## src/rtl/frs_pkg.sv

```systemverilog
package frs_pkg;
    typedef enum logic [1:0] {
        ST_LOAD = 2'd0,
        ST_ARM  = 2'd1,
        ST_RUN  = 2'd2
    } seq_state_e;

    localparam int          BYTE_W    = 8;
    localparam int          VS_BIT    = 7;
    localparam int          HS_BIT    = 6;
    localparam int          COLOR_W   = 6;
    localparam logic [7:0]  IDLE_BYTE = 8'hC0;
endpackage

```

## src/rtl/frs_sync.sv

```systemverilog
module frs_sync #(
    parameter int WIDTH  = 1,
    parameter int STAGES = 2
) (
    input  logic             clk,
    input  logic             rst_n,
    input  logic [WIDTH-1:0] din,
    output logic [WIDTH-1:0] dout
);
    logic [WIDTH-1:0] stage [STAGES];

    generate
        for (genvar s = 0; s < STAGES; s++) begin : g_stage
            always_ff @(posedge clk) begin
                if (!rst_n) begin
                    stage[s] <= '0;
                end else if (s == 0) begin
                    stage[s] <= din;
                end else begin
                    stage[s] <= stage[(s == 0) ? 0 : s-1];
                end
            end
        end
    endgenerate

    assign dout = stage[STAGES-1];
endmodule

```

## src/rtl/frs_strobe.sv

```systemverilog
module frs_strobe #(
    parameter int WIDTH  = 1,
    parameter int STAGES = 2
) (
    input  logic             clk,
    input  logic             rst_n,
    input  logic [WIDTH-1:0] din,
    output logic [WIDTH-1:0] rise
);
    logic [WIDTH-1:0] level;
    logic [WIDTH-1:0] last;

    frs_sync #(.WIDTH(WIDTH), .STAGES(STAGES)) u_sync (
        .clk  (clk),
        .rst_n(rst_n),
        .din  (din),
        .dout (level)
    );

    always_ff @(posedge clk) begin
        if (!rst_n) last <= '0;
        else        last <= level;
    end

    assign rise = level & ~last;

    // one host strobe yields a single-cycle event
    a_r2_rise_single: assert property (@(posedge clk) disable iff (!rst_n)
        (rise != '0) |=> ((rise & $past(rise)) == '0));
endmodule

```

## src/rtl/frs_addr_ctr.sv

```systemverilog
module frs_addr_ctr #(
    parameter int ADDR_W = 20
) (
    input  logic              clk,
    input  logic              rst_n,
    input  logic              clear,
    input  logic              advance,
    output logic [ADDR_W-1:0] addr
);
    localparam logic [ADDR_W-1:0] ONE = ADDR_W'(1);

    always_ff @(posedge clk) begin
        if (!rst_n)       addr <= '0;
        else if (clear)   addr <= '0;
        else if (advance) addr <= addr + ONE;
    end

    a_r3_clear_zero: assert property (@(posedge clk) disable iff (!rst_n)
        clear |=> (addr == '0));

    a_r2_advance_one: assert property (@(posedge clk) disable iff (!rst_n)
        (advance && !clear) |=> (addr == $past(addr) + ONE));
endmodule

```

## src/rtl/frs_video_reg.sv

```systemverilog
module frs_video_reg
    import frs_pkg::*;
(
    input  logic              clk,
    input  logic              rst_n,
    input  logic              park,
    input  logic [BYTE_W-1:0] mem_rdata,
    output logic [BYTE_W-1:0] vid_byte,
    output logic              vs_rise
);
    logic vs_prev;

    always_ff @(posedge clk) begin
        if (!rst_n) begin
            vid_byte <= IDLE_BYTE;
            vs_prev  <= 1'b1;
        end else begin
            vid_byte <= park ? IDLE_BYTE : mem_rdata;
            vs_prev  <= vid_byte[VS_BIT];
        end
    end

    assign vs_rise = !park && vid_byte[VS_BIT] && !vs_prev;

    a_r5_parked_idle: assert property (@(posedge clk) disable iff (!rst_n)
        park |=> (vid_byte == IDLE_BYTE));
endmodule

```

## src/rtl/frame_replay_seq.sv

```systemverilog
module frame_replay_seq
    import frs_pkg::*;
#(
    parameter int ADDR_W      = 20,
    parameter int SYNC_STAGES = 2
) (
    input  logic              clk,
    input  logic              rst_n,
    input  logic              host_run,
    input  logic              host_clear,
    input  logic              host_step,
    input  logic              host_wr,
    input  logic [7:0]        host_data,
    input  logic [7:0]        mem_rdata,
    output logic [ADDR_W-1:0] mem_addr,
    output logic [7:0]        mem_wdata,
    output logic              mem_we,
    output logic              mem_oe,
    output logic              vid_vsync,
    output logic              vid_hsync,
    output logic [5:0]        vid_color
);
    seq_state_e state, state_nx;

    logic       run_s, clear_s;
    logic [1:0] strobe_rise;
    logic       step_rise, wr_rise;
    logic       ctr_clear, ctr_adv, we_set, park, vs_rise;
    logic [7:0] vid_byte;

    frs_sync #(.WIDTH(2), .STAGES(SYNC_STAGES)) u_level_sync (
        .clk  (clk),
        .rst_n(rst_n),
        .din  ({host_run, host_clear}),
        .dout ({run_s, clear_s})
    );

    frs_strobe #(.WIDTH(2), .STAGES(SYNC_STAGES)) u_strobe (
        .clk  (clk),
        .rst_n(rst_n),
        .din  ({host_step, host_wr}),
        .rise (strobe_rise)
    );
    assign step_rise = strobe_rise[1];
    assign wr_rise   = strobe_rise[0];

    // state register
    always_ff @(posedge clk) begin
        if (!rst_n) state <= ST_LOAD;
        else        state <= state_nx;
    end

    // next state
    always_comb begin
        state_nx = state;
        unique case (state)
            ST_LOAD: if (run_s)  state_nx = ST_ARM;
            ST_ARM:              state_nx = ST_RUN;
            ST_RUN:  if (!run_s) state_nx = ST_LOAD;
            default:             state_nx = ST_LOAD;
        endcase
    end

    // outputs per state
    always_comb begin
        ctr_clear = 1'b0;
        ctr_adv   = 1'b0;
        we_set    = 1'b0;
        park      = 1'b1;
        mem_oe    = 1'b0;
        unique case (state)
            ST_LOAD: begin
                ctr_clear = step_rise && clear_s;
                ctr_adv   = step_rise && !clear_s;
                we_set    = wr_rise && !run_s;
            end
            ST_ARM: begin
                ctr_clear = 1'b1;
                mem_oe    = 1'b1;
            end
            ST_RUN: begin
                park      = 1'b0;
                mem_oe    = 1'b1;
                ctr_clear = vs_rise;
                ctr_adv   = 1'b1;
            end
            default: ;
        endcase
    end

    always_ff @(posedge clk) begin
        if (!rst_n) begin
            mem_we    <= 1'b0;
            mem_wdata <= '0;
        end else begin
            mem_we <= we_set;
            if (we_set) mem_wdata <= host_data;
        end
    end

    frs_addr_ctr #(.ADDR_W(ADDR_W)) u_ctr (
        .clk    (clk),
        .rst_n  (rst_n),
        .clear  (ctr_clear),
        .advance(ctr_adv),
        .addr   (mem_addr)
    );

    frs_video_reg u_vid (
        .clk      (clk),
        .rst_n    (rst_n),
        .park     (park),
        .mem_rdata(mem_rdata),
        .vid_byte (vid_byte),
        .vs_rise  (vs_rise)
    );

    assign vid_vsync = vid_byte[VS_BIT];
    assign vid_hsync = vid_byte[HS_BIT];
    assign vid_color = vid_byte[COLOR_W-1:0];

    a_r4_we_single: assert property (@(posedge clk) disable iff (!rst_n)
        mem_we |=> !mem_we);

    a_r8_we_not_oe: assert property (@(posedge clk) disable iff (!rst_n)
        !(mem_we && mem_oe));

    a_r6_arm_zero: assert property (@(posedge clk) disable iff (!rst_n)
        (state == ST_ARM) |=> (state == ST_RUN && mem_addr == '0));

    a_r7_wrap_zero: assert property (@(posedge clk) disable iff (!rst_n)
        (state == ST_RUN && vs_rise && run_s) |=> (mem_addr == '0));
endmodule

```

## config.mk

```make
export PLATFORM = sky130hd
export DESIGN_NAME = frame_replay_seq
export DESIGN_NICKNAME = d
export VERILOG_FILES = /design/src/rtl/frs_pkg.sv /design/src/rtl/frs_sync.sv /design/src/rtl/frs_strobe.sv /design/src/rtl/frs_addr_ctr.sv /design/src/rtl/frs_video_reg.sv /design/src/rtl/frame_replay_seq.sv
export SDC_FILE = /design/constraint.sdc
export NUM_CORES = 1
export LEC_CHECK = 0
export ABC_CLOCK_PERIOD_IN_PS = 5500
export BUFFER_PORTS_ARGS = -buffer_cell sky130_fd_sc_hd__buf_4
export CAP_MARGIN = 30
export CORE_UTILIZATION = 30
export CTS_BUF_LIST = sky130_fd_sc_hd__clkbuf_16
export CTS_CLUSTER_SIZE = 24
export DETAILED_ROUTE_END_ITERATION = 12
export PLACE_DENSITY = 0.53
export RECOVER_POWER = 25
export SLEW_MARGIN = 20
export SYNTH_ARGS = -nofsm -noshare
export SYNTH_HDL_FRONTEND = slang
export SYNTH_SLANG_ARGS = --single-unit
```

## constraint.sdc

```tcl
create_clock -name clk -period 5.5 [get_ports clk]
set_clock_uncertainty 0.15 [all_clocks]
set_input_delay 1.65 -clock clk [delete_from_list [all_inputs] [get_ports clk]]
set_output_delay 1.65 -clock clk [all_outputs]
set_load 0.01 [all_outputs]
```

==> results of run 1 <==
==> per-stage QoR <==
step	total power [mW]	worst slack [ns]	hold WS, ns	instances
floorplan	0.402	2.98	0.262	199
global placement	0.424	2.86	0.267	326
detailed placement	0.424	2.85	0.271	326
CTS	0.739	2.50	0.289	334
global route	0.762	2.46	0.310	334
finish	0.726	2.52	0.285	334
==> state kept, by name, indices dropped and copies added, names as in the netlist, 2 cells and up <==
signal,count
u_strobe.last,2
state,2
u_vid.vid_byte,8
u_level_sync.stage,4
u_ctr.addr,20
u_strobe.u_sync.stage,4
mem_wdata,8
==> per-layer routing <==
layer / routed length, um / up-vias / GRT usage (%)
li1: - / 835 / -
met1: 1910 / 733 / 15.7
met2: 1890 / 49 / 20.4
met3: 341 / 5 / 6.03
met4: 48 / 0 / 3.70
met5: 0 / - / 0
==> power breakdown <==
group | switching, mW | total [mW] | internal [mW]
combinational | 0.0192 | 0.0424 | 0.0232
clock | 0.141 | 0.311 | 0.170
sequential | 0.00386 | 0.372 | 0.369
==> layout make-up <==
cell class              count  share of cell area [%]
clock inverters             3                   0.898
inverters                   4                   0.567
clock buffers               5                    4.73
well taps                  77                    3.64
flip-flops and latches     50                    37.8
repair buffers             61                    17.2
multi-input cells         134                    35.2
==> worst max-delay path by stage <==
stage | startpoint | end | slack, ns
finish | state[0] | mem_oe | 2.52
global route | state[0] | mem_oe | 2.46
global placement | state[0] | mem_oe | 2.86
CTS | state[0] | mem_oe | 2.50
floorplan | state[0] | mem_oe | 2.98
detailed placement | state[0] | mem_oe | 2.85
==> logic make-up (layout without fill, tap and decap cells) <==
family / count (synthesis) / count (layout)
buf+inv: 15 / 73
fa+ha+maj: 5 / 5
flops: 50 / 50
simple gates: 74 / 74
mux: 9 / 9
xor+xnor: 7 / 7
compound gates: 39 / 39
==> cells in the final DEF (no fill, tap or decap), drive strengths merged, types with 6 or more instances in the layout <==
| cell | netlist | final |
|---|---|---|
| clkbuf | 8 | 6 |
| nor2 | 8 | 8 |
| o31ai | 7 | 7 |
| dfxtp | 50 | 50 |
| nand2 | 6 | 6 |
| o21ai | 11 | 11 |
| xor2 | 7 | 7 |
| a21oi | 14 | 14 |
| or4 | 7 | 7 |
| and2 | 13 | 13 |
| nor2b | 8 | 8 |
| and3 | 7 | 7 |
| mux2i | 9 | 9 |
| buf | 3 | 60 |
==> results_dict.tcl, run 1 <==
set metrics [dict create \
    path_class "flop to output port" \
    ys_ff_latch 50 \
    wl_per_cell_um 12.6 \
    synth.top_cell.area_share_pct 50.1 \
    ys_types 31 \
    hold_viol 0 \
    worst_slew_pin_slew_ns 0.997 \
    final_core_utilization_pct 41.5 \
    reg2reg_slack_ns 3.16 \
    grt_pass1_vias 1603 \
    slowest_delay_ns 0.36 \
    syn_nets 226 \
    synth-compound-area-share_pct 12.5 \
    wirelength_um 4190 \
    synth_simple_gate_area_share_pct 23.2 \
    hold_end "u_level_sync.stage[1][0]" \
    num_antenna_cells 0 \
    via_per_inst 4.86 \
    muxShareOfSynthArea_pct 4.51 \
    antenna_found_initial 0 \
    yosys_warnings 0 \
    cts.repair.resized 0 \
    nFillCells 659 \
    hold_buffers 0 \
    drt-initial-drc-count 62 \
    clk_latency_ns 0.29 \
    post_cts_buffers 0 \
    rows 29 \
    grt_max_degree 32 \
    gp_congestion 0.686 \
    crit_fanout 3 \
    grt_first_pass_wirelength_um 7280 \
    seqCellArea_um2 1000 \
    cts_tree "built" \
    cp.depth 3 \
    maxCapViolations 0 \
    die_area_um2 6990 \
    start_kind "flop" \
    async_flop_share_pct 0 \
    avgSynthCellArea_um2 10.0 \
    place_area_um2 2500 \
    post-route-period-util_pct 54.2 \
    rsz0062_at_grt "false" \
    grt_overflow 0 \
    leakagePower_nw 1.06 \
    multiInputGateArea_um2 932 \
    cts_made_buffers 5 \
    cp_data_required_time_ns 3.70 \
    yosysTopAreaCell "dfxtp_1" \
    vias 1622 \
    status "completed" \
    synthAdderAreaFrac_pct 3.13 \
    synth_ff_type "dfxtp_1" \
    vdd_ir_drop_max_v 0.000161 \
    synth-seq-area-share_pct 50.1 \
    drc 0 \
    synth_area_leaders "dfxtp_1, mux2i_1, and2_1" \
    clkTransAtPathRegs_ns 0.07 \
    syn_area_um2 2000 \
    end_kind "output port" \
    dr.pass1.iters 4 \
    power.density_nw_per_um2 274 \
    finalInstanceArea_um2 2650 \
    grt_use_total_pct 12.9 \
    synth_top_family_by_area "simple AND/OR/NAND/NOR gates" \
    finalMaxSlewViolations 0 \
    drive_gt1_share_pct 27.2 \
    core_um2 6390 \
    synth_cells 199 \
    critPathTopFamily "flip-flops" \
    fin_setup_tns_ns 0 \
    critPathArrivalTime_ns 1.18 \
    path_cells "inv_1 -> ha_1 -> buf_4" \
    htreeDepth 2 \
    r2r_end "u_ctr.addr[18]" \
    synth_edf_count 0 \
    area_growth_pct 32.4 \
    hpwl_um 2860 \
    r2r-start "state[0]" \
    yosysMostFrequentCell "dfxtp_1" \
    antenna_left 0 \
    layout.nets 283 \
    ios 60 \
    period_needed_ns 2.98 \
    synth_xor_area_share_pct 3.07 \
    die_y_um 83.6 \
    r2r_cells 5 \
    fmax_mhz 336 \
    die_w_um 83.6 \
    cp.buffers_inverters 2 \
    slew_headroom_pct 33.6 \
    clockBufferDepth 2 \
    hold_depth 1 \
    port_buffers 59 \
    cts_sinks 50 \
    hold_class "flop to flop" \
    initial_core_util_pct 31.3 \
    synthTopCellsByCount "dfxtp_1, a21oi_1, and2_1" \
    cts_root_buffer "clkbuf_16" \
    setup_viol 0 \
    cp_slowest_cell "dfxtp_1" \
    min_from "u_level_sync.stage[0][0]" \
]
Note: power is estimated with default switching activity, not from simulation.
==> run 2: changes to the inputs <==
--- a/config.mk
+++ b/config.mk
@@ -5,14 +5,14 @@
 export SDC_FILE = /design/constraint.sdc
 export NUM_CORES = 1
 export LEC_CHECK = 0
-export ABC_CLOCK_PERIOD_IN_PS = 5500
+export ABC_CLOCK_PERIOD_IN_PS = 2700
 export BUFFER_PORTS_ARGS = -buffer_cell sky130_fd_sc_hd__buf_4
 export CAP_MARGIN = 30
 export CORE_UTILIZATION = 30
 export CTS_BUF_LIST = sky130_fd_sc_hd__clkbuf_16
 export CTS_CLUSTER_SIZE = 24
 export DETAILED_ROUTE_END_ITERATION = 12
-export PLACE_DENSITY = 0.53
+export PLACE_DENSITY = 0.55
 export RECOVER_POWER = 25
 export SLEW_MARGIN = 20
 export SYNTH_ARGS = -nofsm -noshare
==> constraint.sdc (replaced) <==
create_clock -name clk -period 2.7 [get_ports clk]
set_clock_uncertainty 0.15 [all_clocks]
set_input_delay 0.81 -clock clk [delete_from_list [all_inputs] [get_ports clk]]
set_output_delay 0.81 -clock clk [all_outputs]
set_load 0.01 [all_outputs]
==> results_dict.tcl, run 2 (synthesized netlist as in run 1, its figures left out) <==
set metrics [dict create \
    worst_slew_pin_slew_ns 0.998 \
    maxCapViolations 0 \
    p_sw_share_pct 19.7 \
    core_um2 6390 \
    grt_use_total_pct 11.8 \
    layout_common_cells "buf_4, dfxtp_1, a21oi_1" \
    setup_viol 0 \
    reg2reg_slack_ns 0.42 \
    rsz0062_at_grt "false" \
    clkTransAtPathRegs_ns 0.06 \
    cp_data_required_time_ns 2.77 \
    port_buffers 59 \
    total_power_mw 1.53 \
    num_antenna_cells 0 \
    path_class "flop to flop" \
    ios 60 \
    seq_power_share_pct 49.7 \
    drive_gt1_share_pct 26.1 \
    drc 0 \
    clockBufferDepth 2 \
    p_switching_mw 0.301 \
    die_y_um 83.6 \
    area_growth_pct 32.9 \
    final_core_utilization_pct 41.6 \
    antenna_left 0 \
    layout.nets 284 \
    drt-initial-drc-count 74 \
    wl_per_cell_um 11.9 \
    grt_pass1_vias 1501 \
    hpwl_um 2820 \
    hold_viol 0 \
    dr.pass1.iters 4 \
    via_per_inst 4.78 \
    critPathArrivalTime_ns 2.35 \
    finalMaxSlewViolations 0 \
    cp_slowest_cell "or4_1" \
    cts_tree "built" \
    clkPwrFrac_pct 44.7 \
    gp_congestion 0.692 \
    grt_max_degree 32 \
    die_area_um2 6990 \
    final_common_cell "buf_4" \
    grt_overflow 0 \
    hold_buffers 0 \
    power_frac_comb_pct 5.6 \
    initial_core_util_pct 31.3 \
    die_w_um 83.6 \
    cts_sinks 50 \
    crit_fanout 10 \
    htreeDepth 2 \
    rows 29 \
    wirelength_um 3980 \
    internal_power_mw 1.23 \
    vdd_ir_drop_max_v 0.000362 \
    start_kind "flop" \
    post-route-period-util_pct 84.5 \
    post-place-ws_ns 0.427 \
    post_cts_buffers 0 \
    clk_latency_ns 0.29 \
    grt_first_pass_wirelength_um 6720 \
    vias 1596 \
    leakagePower_nw 1.07 \
    finalWorstSetupSlack_ns 0.417 \
    nFillCells 650 \
    cts_made_buffers 5 \
    largest_reg_flops 20 \
    cts.repair.resized 0 \
    fin_setup_tns_ns 0 \
    cts_root_buffer "clkbuf_16" \
    end_kind "flop" \
    path_cells "inv_1 -> ha_1 -> and4bb_1 -> o21ai_1 -> or4_1 -> a21oi_1" \
    period_needed_ns 2.28 \
    slowest_delay_ns 0.52 \
    power.density_nw_per_um2 575 \
    antenna_found_initial 0 \
    status "completed" \
    fmax_mhz 438 \
    largest-register "u_ctr.addr" \
    reg.largest.list "u_ctr.addr (20), mem_wdata (8), u_vid.vid_byte (8)" \
    hold_class "flop to flop" \
    slew_headroom_pct 33.5 \
]
==> run 2: changes by cell type in the layout (fill, tap and decap cells not counted), sizes merged <==
cell      before  now
clkbuf         6    8
clkinvlp       2    0
clkinv         0    1
bufinv         0    1
buf           60   59
inv            5    4
==> run 2: routing by layer <==
| layer | global-route usage [%] | vias up | routed length [um] |
|---|---|---|---|
| met5 | 0 | - | 0 |
| met4 | 4.16 | 0 | 53 |
| met3 | 4.85 | 5 | 347 |
| met2 | 18.3 | 51 | 1690 |
| met1 | 14.7 | 709 | 1890 |
| li1 | - | 831 | - |
==> run 2: worst max-delay path: cells and delay by family (launching register included) <==
kind	cells	cell delay, ns
AOI/OAI and AO/OA	2	0.40
buffers and inverters	1	0.09
and+or+nand+nor	2	1.00
adders and majority gates	1	0.25
DFF	1	0.33
==> run 2: stage by stage <==
step / hold WS (ns) / cells / area, um2
after global placement: 0.266 / 327 / 2510
after detailed placement: 0.270 / 327 / 2510
after global routing: 0.291 / 334 / 2660
after floorplan: 0.262 / 199 / 2000
after CTS: 0.285 / 334 / 2670
final: 0.283 / 334 / 2660
==> run 2: path summary, 6_finish.rpt <==
check / from / to / cells after the start
min: u_level_sync.stage[0][0] / u_level_sync.stage[1][0] / 1
max: state[0] / u_ctr.addr[18] / 6
min reg2reg: u_level_sync.stage[0][0] / u_level_sync.stage[1][0] / 1
max reg2reg: state[0] / u_ctr.addr[18] / 6
==> run 2: final cells by class <==
class / count / area, um2 / share of cell area, %
Multi-Input combinational cell: 134 / 932 / 35.1
Clock buffer: 5 / 125 / 4.71
Clock inverter: 2 / 33.8 / 1.27
Timing Repair Buffer: 62 / 454 / 17.1
Inverter: 4 / 15.0 / 0.565
Tap cell: 77 / 96.3 / 3.63
Sequential cell: 50 / 1000 / 37.7
==> run 2: power by group through the flow <==
| stage | clock, mW | combinational [mW] | sequential [mW] |
|---|---|---|---|
| floorplan | 0 | 0.0425 | 0.777 |
| global placement | 0 | 0.0875 | 0.776 |
| detailed placement | 0 | 0.0881 | 0.776 |
| CTS | 0.710 | 0.0881 | 0.759 |
| global route | 0.737 | 0.0943 | 0.761 |
| finish | 0.683 | 0.0852 | 0.759 |
==> run 3: changes to the inputs <==
--- a/config.mk
+++ b/config.mk
@@ -5,7 +5,7 @@
 export SDC_FILE = /design/constraint.sdc
 export NUM_CORES = 1
 export LEC_CHECK = 0
-export ABC_CLOCK_PERIOD_IN_PS = 2700
+export ABC_CLOCK_PERIOD_IN_PS = 2100
 export BUFFER_PORTS_ARGS = -buffer_cell sky130_fd_sc_hd__buf_4
 export CAP_MARGIN = 30
 export CORE_UTILIZATION = 30
==> constraint.sdc (replaced) <==
create_clock -name clk -period 2.1 [get_ports clk]
set_clock_uncertainty 0.15 [all_clocks]
set_input_delay 0.63 -clock clk [delete_from_list [all_inputs] [get_ports clk]]
set_output_delay 0.63 -clock clk [all_outputs]
set_load 0.01 [all_outputs]
==> results_dict.tcl, run 3 (synthesized netlist as in run 1, its figures left out) <==
set metrics [dict create \
    initial_core_util_pct 31.3 \
    leakagePower_nw 1.14 \
    maxCapViolations 0 \
    hpwl_um 3030 \
    die_area_um2 6990 \
    grt_pass1_vias 1582 \
    layout_common_cells "buf_4, dfxtp_1, a21oi_1" \
    drc 0 \
    r2r_end "u_ctr.addr[19]" \
    period_needed_ns 1.97 \
    area_growth_pct 38.9 \
    vdd_ir_drop_max_v 0.000454 \
    antenna_found_initial 0 \
    setup_viol 0 \
    grt_use_met2_pct 20.5 \
    finalWorstSetupSlack_ns 0.126 \
    cts_tree "built" \
    grt-busiest-layer "met2" \
    fmax_mhz 507 \
    htreeDepth 2 \
    path_cells "inv_1 -> ha_1 -> buf_4" \
    status "completed" \
    place_area_um2 2580 \
    largest_reg_flops 20 \
    slew_headroom_pct 70.2 \
    via_per_inst 4.90 \
    end_kind "output port" \
    cp.depth 3 \
    power.density_nw_per_um2 771 \
    hold_viol 0 \
    wl_per_cell_um 12.5 \
    path_class "flop to output port" \
    grt_use_total_pct 12.6 \
    reg.largest.list "u_ctr.addr (20), mem_wdata (8), u_vid.vid_byte (8)" \
    cp.buffers_inverters 2 \
    crit_fanout 3 \
    die_y_um 83.6 \
    clockBufferDepth 2 \
    r2r-start "state[0]" \
    clkTransAtPathRegs_ns 0.07 \
    clk_latency_ns 0.29 \
    finalInstanceArea_um2 2780 \
    crit_path_start "state[0]" \
    gp_congestion 0.731 \
    grt_max_degree 32 \
    post_cts_buffers 0 \
    worst_slew_pin_slew_ns 0.444 \
    final_common_cell "buf_4" \
    core_um2 6390 \
    grt_overflow 0 \
    final_core_utilization_pct 43.5 \
    multiInputGateArea_um2 938 \
    r2r_cells 6 \
    die_w_um 83.6 \
    grt_first_pass_wirelength_um 7190 \
    drive_gt1_share_pct 30.2 \
    wirelength_um 4320 \
    rsz0062_at_grt "false" \
    nFillCells 629 \
    reg2reg_slack_ns 0.15 \
    cp_slowest_cell "dfxtp_1" \
    hold_class "flop to flop" \
    fin_setup_tns_ns 0 \
    critPathArrivalTime_ns 1.19 \
    cp_data_required_time_ns 1.32 \
    slowest_delay_ns 0.36 \
    total_power_mw 2.14 \
    crit_path_end "mem_oe" \
    drt-initial-drc-count 78 \
    ios 60 \
    use_met3_pct 4.85 \
    antenna_left 0 \
    largest-register "u_ctr.addr" \
    rows 29 \
    start_kind "flop" \
    post-place-ws_ns 0.145 \
    post-route-period-util_pct 94.0 \
    grt_util_met1_pct 15.3 \
    num_antenna_cells 0 \
    cts_made_buffers 5 \
    port_buffers 59 \
    critPathTopFamily "flip-flops" \
    cts_sinks 50 \
    layout.nets 294 \
    cts_root_buffer "clkbuf_16" \
    vias 1689 \
    seqCellArea_um2 1000 \
    finalMaxSlewViolations 0 \
    dr.pass1.iters 4 \
]
## run 3: cell type report
cell class / instances / share of cell area, %
Clock buffer: 5 / 4.50
Clock inverter: 3 / 2.48
Inverter: 4 / 0.541
Multi-Input combinational cell: 134 / 33.8
Sequential cell: 50 / 36.0
Tap cell: 77 / 3.47
Timing Repair Buffer: 72 / 19.2
## run 3: worst min-delay path by stage
stage                                      startpoint                           to  slack (ns)  cells after the start
after floorplan              u_level_sync.stage[0][0]     u_level_sync.stage[1][0]        0.26                      1
after global placement       u_level_sync.stage[0][0]     u_level_sync.stage[1][0]        0.27                      1
after detailed placement     u_level_sync.stage[0][0]     u_level_sync.stage[1][0]        0.27                      1
after CTS                    u_level_sync.stage[0][0]     u_level_sync.stage[1][0]        0.29                      1
after global routing      u_strobe.u_sync.stage[0][0]  u_strobe.u_sync.stage[1][0]        0.30                      1
final                        u_level_sync.stage[0][0]     u_level_sync.stage[1][0]        0.28                      1
## run 3: what timing repair did
item / in CTS / in global routing
setup endpoints to repair: 0 / 3
resized for setup: 0 / 1
hold buffers: 0 / 0
## run 3: stage by stage
stage | hold slack (ns) | cells
after CTS | 0.285 | 345
final | 0.280 | 345
after global routing | 0.296 | 345
after global placement | 0.268 | 337
after floorplan | 0.262 | 199
after detailed placement | 0.272 | 337
## run 3: layer usage
metal | part of all wire, % | up-vias
met2 | 45 | 54
met3 | 8.2 | 7
li1 | - | 848
met4 | 1.4 | 0
met1 | 45 | 780
met5 | 0 | -
## run 3: worst reg2reg max path, stage by stage (launching register included)
cell and delay, ns:
dfxtp_1 0.33, inv_1 0.10, ha_1 0.18, and4bb_1 0.30
o211ai_4 0.16, or4_1 0.52, a21oi_1 0.15
## run 3: where the power goes
part           total, mW  internal, mW  leakage, nW  switching, mW
clock network       1.05         0.685       0.0940          0.362
registers          0.974         0.965        0.405        0.00879
logic              0.121        0.0671        0.640         0.0537
total               2.14          1.72         1.14          0.424
